**src/rtl/bsync_pkg.sv**
```systemverilog
package bsync_pkg;
  typedef enum logic [1:0] {
    ADJ_NONE    = 2'd0,
    ADJ_STRETCH = 2'd1,
    ADJ_SHRINK  = 2'd2
  } adj_e;
endpackage

```
**src/rtl/bsync_slice_timer.sv**
```systemverilog
module bsync_slice_timer
  import bsync_pkg::*;
#(
  parameter int SLICES = 7,
  parameter int LW     = 4
) (
  input  logic          clk,
  input  logic          rst_n,
  input  logic          en,
  input  adj_e          adj,
  output logic [LW-1:0] cnt,
  output logic [LW-1:0] len,
  output logic          last
);
  localparam logic [LW-1:0] NOM   = LW'(SLICES);
  localparam logic [LW-1:0] LONG  = LW'(SLICES + 1);
  localparam logic [LW-1:0] SHORT = LW'(SLICES - 1);

  logic [LW-1:0] cnt_nx, len_nx;

  assign last = en && (cnt == len - LW'(1));

  always_comb begin
    cnt_nx = cnt;
    len_nx = len;
    if (en) begin
      if (last) begin
        cnt_nx = '0;
        unique case (adj)
          ADJ_STRETCH: len_nx = LONG;
          ADJ_SHRINK:  len_nx = SHORT;
          default:     len_nx = NOM;
        endcase
      end else begin
        cnt_nx = cnt + LW'(1);
      end
    end
  end

  always_ff @(posedge clk or negedge rst_n) begin
    if (!rst_n) begin
      cnt <= '0;
      len <= NOM;
    end else begin
      cnt <= cnt_nx;
      len <= len_nx;
    end
  end
endmodule

```
**src/rtl/bsync_edge_finder.sv**
```systemverilog
module bsync_edge_finder
  import bsync_pkg::*;
#(
  parameter int LW = 4
) (
  input  logic          clk,
  input  logic          rst_n,
  input  logic          en,
  input  logic          din,
  input  logic [LW-1:0] cnt,
  input  logic [LW-1:0] len,
  input  logic          last,
  output adj_e          adj
);
  logic          prev_q, found_q;
  logic [LW-1:0] pos_q;
  logic          prev_nx, found_nx;
  logic [LW-1:0] pos_nx;
  logic          cur_chg, any_chg;
  logic [LW-1:0] first_pos;

  assign cur_chg   = en && (cnt != '0) && (din != prev_q);
  assign any_chg   = found_q || cur_chg;
  assign first_pos = found_q ? pos_q : cnt;

  always_comb begin
    if (!any_chg)
      adj = ADJ_NONE;
    else if ({first_pos, 1'b0} < {1'b0, len})
      adj = ADJ_STRETCH;
    else
      adj = ADJ_SHRINK;
  end

  always_comb begin
    prev_nx  = prev_q;
    found_nx = found_q;
    pos_nx   = pos_q;
    if (en) begin
      prev_nx = din;
      if (last) begin
        found_nx = 1'b0;
        pos_nx   = '0;
      end else if (cur_chg && !found_q) begin
        found_nx = 1'b1;
        pos_nx   = cnt;
      end
    end
  end

  always_ff @(posedge clk or negedge rst_n) begin
    if (!rst_n) begin
      prev_q  <= 1'b0;
      found_q <= 1'b0;
      pos_q   <= '0;
    end else begin
      prev_q  <= prev_nx;
      found_q <= found_nx;
      pos_q   <= pos_nx;
    end
  end
endmodule

```
**src/rtl/bsync_majority.sv**
```systemverilog
module bsync_majority #(
  parameter int LW     = 4,
  parameter int VOTE_N = 3
) (
  input  logic          clk,
  input  logic          rst_n,
  input  logic          en,
  input  logic          din,
  input  logic [LW-1:0] cnt,
  input  logic [LW-1:0] len,
  input  logic          last,
  output logic          decision
);
  localparam int HALF = VOTE_N / 2;
  localparam int CW   = $clog2(VOTE_N + 1);
  localparam logic [CW-1:0] THRESH = CW'(HALF + 1);

  logic [CW-1:0] ones_q, ones_nx;
  logic [LW-1:0] mid, lo, hi;
  logic          in_win;

  assign mid      = len >> 1;
  assign lo       = mid - LW'(HALF);
  assign hi       = mid + LW'(HALF);
  assign in_win   = (cnt >= lo) && (cnt <= hi);
  assign decision = (ones_q >= THRESH);

  always_comb begin
    ones_nx = ones_q;
    if (en) begin
      if (last)
        ones_nx = '0;
      else if (in_win && din)
        ones_nx = ones_q + CW'(1);
    end
  end

  always_ff @(posedge clk or negedge rst_n) begin
    if (!rst_n) ones_q <= '0;
    else        ones_q <= ones_nx;
  end
endmodule

```
**src/rtl/bsync_lock_mon.sv**
```systemverilog
module bsync_lock_mon
  import bsync_pkg::*;
#(
  parameter int LOCK_N = 16
) (
  input  logic clk,
  input  logic rst_n,
  input  logic last,
  input  adj_e adj,
  output logic locked
);
  localparam int KW = $clog2(LOCK_N + 1);
  localparam logic [KW-1:0] TOP = KW'(LOCK_N);

  logic [KW-1:0] clean_q, clean_nx;

  always_comb begin
    clean_nx = clean_q;
    if (last) begin
      if (adj != ADJ_NONE)   clean_nx = '0;
      else if (clean_q != TOP) clean_nx = clean_q + KW'(1);
    end
  end

  always_ff @(posedge clk or negedge rst_n) begin
    if (!rst_n) clean_q <= '0;
    else        clean_q <= clean_nx;
  end

  assign locked = (clean_q == TOP);
endmodule

```
**src/rtl/bitsync_dpll.sv**
```systemverilog
module bitsync_dpll
  import bsync_pkg::*;
#(
  parameter int SLICES = 7,
  parameter int VOTE_N = 3,
  parameter int LOCK_N = 16
) (
  input  logic clk,
  input  logic rst_n,
  input  logic slice_en,
  input  logic ser_in,
  output logic bit_out,
  output logic bit_vld,
  output logic locked
);
  localparam int LW = $clog2(SLICES + 2);

  logic [LW-1:0] cnt, cur_len;
  logic          last, decision;
  adj_e          adj;
  logic          bit_nx, vld_nx;

  bsync_slice_timer #(.SLICES(SLICES), .LW(LW)) u_timer (
    .clk(clk), .rst_n(rst_n), .en(slice_en), .adj(adj),
    .cnt(cnt), .len(cur_len), .last(last)
  );

  bsync_edge_finder #(.LW(LW)) u_edge (
    .clk(clk), .rst_n(rst_n), .en(slice_en), .din(ser_in),
    .cnt(cnt), .len(cur_len), .last(last), .adj(adj)
  );

  bsync_majority #(.LW(LW), .VOTE_N(VOTE_N)) u_vote (
    .clk(clk), .rst_n(rst_n), .en(slice_en), .din(ser_in),
    .cnt(cnt), .len(cur_len), .last(last), .decision(decision)
  );

  bsync_lock_mon #(.LOCK_N(LOCK_N)) u_lock (
    .clk(clk), .rst_n(rst_n), .last(last), .adj(adj), .locked(locked)
  );

  always_comb begin
    bit_nx = bit_out;
    vld_nx = bit_vld;
    if (slice_en) begin
      vld_nx = last;
      if (last) bit_nx = decision;
    end
  end

  always_ff @(posedge clk or negedge rst_n) begin
    if (!rst_n) begin
      bit_out <= 1'b0;
      bit_vld <= 1'b0;
    end else begin
      bit_out <= bit_nx;
      bit_vld <= vld_nx;
    end
  end
endmodule

```
**config.mk**
```make
export PLATFORM = sky130hd
export DESIGN_NAME = bitsync_dpll
export DESIGN_NICKNAME = d
export VERILOG_FILES = /design/src/rtl/bsync_pkg.sv /design/src/rtl/bsync_slice_timer.sv /design/src/rtl/bsync_edge_finder.sv /design/src/rtl/bsync_majority.sv /design/src/rtl/bsync_lock_mon.sv /design/src/rtl/bitsync_dpll.sv
export SDC_FILE = /design/constraint.sdc
export NUM_CORES = 1
export LEC_CHECK = 0
export BUFFER_PORTS_ARGS = -buffer_cell sky130_fd_sc_hd__buf_2
export CAP_MARGIN = 10
export CORE_MARGIN = 2
export CORE_UTILIZATION = 60
export CTS_BUF_LIST = sky130_fd_sc_hd__clkbuf_4
export CTS_CLUSTER_DIAMETER = 50
export DETAILED_ROUTE_END_ITERATION = 8
export MAX_ROUTING_LAYER = met4
export PLACE_DENSITY = 0.78
export RECOVER_POWER = 25
export SKIP_CTS_REPAIR_TIMING = 1
export SLEW_MARGIN = 20
export SYNTH_ARGS = -nofsm -noshare
export SYNTH_HDL_FRONTEND = slang
export SYNTH_SLANG_ARGS = --single-unit
```
**constraint.sdc**
```tcl
create_clock -name clk -period 6.82 [get_ports clk]
set_clock_uncertainty 0.1 [all_clocks]
set_input_delay 0.682 -clock clk [delete_from_list [all_inputs] [get_ports clk]]
set_output_delay 0.682 -clock clk [all_outputs]
set_load 0.05 [all_outputs]
```
==> reports/results.ini <==
[outcome]
status = finished clean

[logic_synthesis]
yosysTopAreaCell = dfrtp_1
synth_common_cells = dfrtp_1, ha_1, o21ai_0, inv_1, nor2_1
synthCells = 152
ys_seq_area_share_pct = 37.0
ys_ff_latch = 22
synth.area.top_cells = dfrtp_1, ha_1, o21ai_0
yosysMostFrequentCell = dfrtp_1
synth.top_cell.area_share_pct = 33.5
synth_warnings = 0
yosysUniqueCellTypes = 38
synth.cell_area_sq_mm = 0.00149
synth_edf_count = 0
synth.avg_cell_area_sq_um = 9.83
synthFlopType = dfrtp_1
ys_async_sr_fraction_pct = 100
syn_nets = 174

[grt]
grt_pass1_vias = 1039
overflow = 0
grt_antenna_before_repair = 0
grt_pass1_wl_mm = 4.76
grt_use_total_pct = 23.3
grt_max_degree = 23

[worst_setup_path]
crit_family = simple AND/OR/NAND/NOR gates
crit_chain = inv_1 > ha_1 > nor4bb_1 > buf_2
slowest_stage = nor4bb_1
critical_path.max_fanout = 6
crit_arrival_ns = 2.14
endpoint_kind = primary output
critPathRequiredTime_ns = 6.04
critPathBufInv = 2
critPathLaunchType = register
cpPeakStageDelay_ns = 0.74
path_class = register to primary output

[layout]
antenna_cells = 0
syn2layout_area_growth_pct = 4.27
nNetsFinal = 178
fin_cells = 185
final_layout_size_suffix_gt1_share_pct = 11.6
n_fill_cell = 191

[placed_design]
placedCellCount = 181
port_buffers = 6
dp_hpwl_mm = 2.07
gp_congestion = 0.822

[sta]
maxSlewHeadroom_pct = 22.8
fin_crit_sh_pct = 42.9
rsz0062_at_grt = no
final_max_slew_viol_count = 0
setup_tns_ns = 0
post-route-min-period_ns = 2.92
setup_violations = 0
tightestPinTransition_ns = 1.16
hold_viol = 0
fmax_ghz = 0.342

[routing]
vias = 1110
wire_per_inst_um = 15.1
ant_nets = 0
viasPerCell = 6.00
first_pass_iters = 4
drc_errors = 0
drt_wl_total_mm = 2.80
first_iter_violations = 16

[clock_tree]
clk_latency_ns = 0.31
path_clk_slew_ns = 0.13
h-tree-depth = 1
cts-root-buf = clkbuf_4
numCtsBuffers = 3
cts_tree = built
cts.sinks = 22
cts_buffer_depth = 2

[floorplanning]
die_x_um = 53.9
die_h_um = 53.9
core_area_sq_mm = 0.00241
io_pins = 7
fp-row-count = 18
die_area_sq_mm = 0.00291
start_util_pct = 62.0

[power_and_ir_drop]
ir_drop_mv = 0.350
finalPower_mw = 0.765
power.leakage_nw = 0.710
p_per_area_mw_per_mm2 = 491

[job]
cap_viol_max_count = 0

[min_path]
hold_class = register to register

==> worst min-delay path, stage by stage, from the launching register on <==
cell and delay, ns:
dfrtp_1 0.36, o21ai_0 0.07, o21ai_0 0.07
==> metrics by stage <==
stage	instance area (sq um)	utilization, %	setup WS, ns	hold slack [ns]
2_1_floorplan	1490	-	4.40	0.286
3_3_place_gp	1530	63.3	4.15	0.396
3_5_place_dp	1530	63.3	4.14	0.395
4_1_cts	1550	64.4	3.92	0.226
5_1_grt	1560	64.6	3.77	0.461
6_report	1560	64.6	3.90	0.433
==> sequential cells by signal (all words and copies together) (netlist names) <==
name,cells
u_vote.ones_q,2
u_timer.cnt,4
u_edge.pos_q,4
u_timer.len,3
u_lock.clean_q,5
bit_out,1
u_edge.prev_q,1
bit_vld,1
u_edge.found_q,1
==> layout make-up <==
cell class	instances	area, sq um	share of cell area [%]
clock inverters	1	3.75	0.241
well taps	30	37.5	2.41
multi-input cells	110	863	55.4
repair buffers	6	28.8	1.85
clock buffers	3	22.5	1.45
inverters	13	48.8	3.13
flip-flops and latches	22	553	35.5
==> path summary, 6_finish.rpt <==
path,slack [ns],depth (start not counted),end,start
max,3.90,4,locked,u_lock.clean_q[0]
min,0.43,2,bit_out,bit_out
max reg2reg,4.13,10,u_lock.clean_q[2],u_timer.cnt[0]
max in group asynchronous,5.47,1,u_edge.prev_q,rst_n
min reg2reg,0.43,2,bit_out,bit_out
min in group asynchronous,0.47,1,u_edge.pos_q[1],rst_n
==> per-layer routing <==
layer | vias to the layer above | global-route usage [%] | part of all wire [%] | wire, um
li1 | 547 | - | - | -
met1 | 550 | 30.4 | 47 | 1320
met2 | 11 | 38.2 | 50 | 1400
met3 | 2 | 3.33 | 2.3 | 63
met4 | 0 | 5.56 | 0.43 | 12
met5 | - | - | 0 | 0
==> cell usage in the layout (no fill, tap or decap), types with 3 or more instances in the layout <==
master,synthesis,layout
dfrtp_1,20,20
ha_1,18,18
o21ai_0,14,14
inv_1,13,13
nor2_1,11,11
nand2_1,9,9
xor2_1,5,5
mux2i_1,5,5
buf_2,2,5
nand2b_1,4,4
o211ai_1,4,4
nor2b_1,3,3
nand3_1,3,3
mux2_2,3,3
o41ai_1,3,3
a22o_1,3,3
clkbuf_4,0,3
==> cells by family (layout without fill, tap and decap cells) <==
logic type	Yosys count	count (layout)	share of synthesized area, %
AND/OR/NAND/NOR	40	40	14.9
AO/OA/AOI/OAI	36	36	17.0
flip-flops	22	22	37.0
buffers and inverters	20	23	5.70
adder cells (fa/ha/maj)	18	18	15.1
XOR/XNOR	8	8	4.69
multiplexers	8	8	5.61
==> report_power, final <==
part | switching [mW] | internal, mW | leakage, nW
combinational | 0.267 | 0.188 | 0.430
sequential | 0.0635 | 0.184 | 0.265
clock | 0.0408 | 0.0214 | 0.0154
No activity file was read; power rests on OpenSTA's default activity.
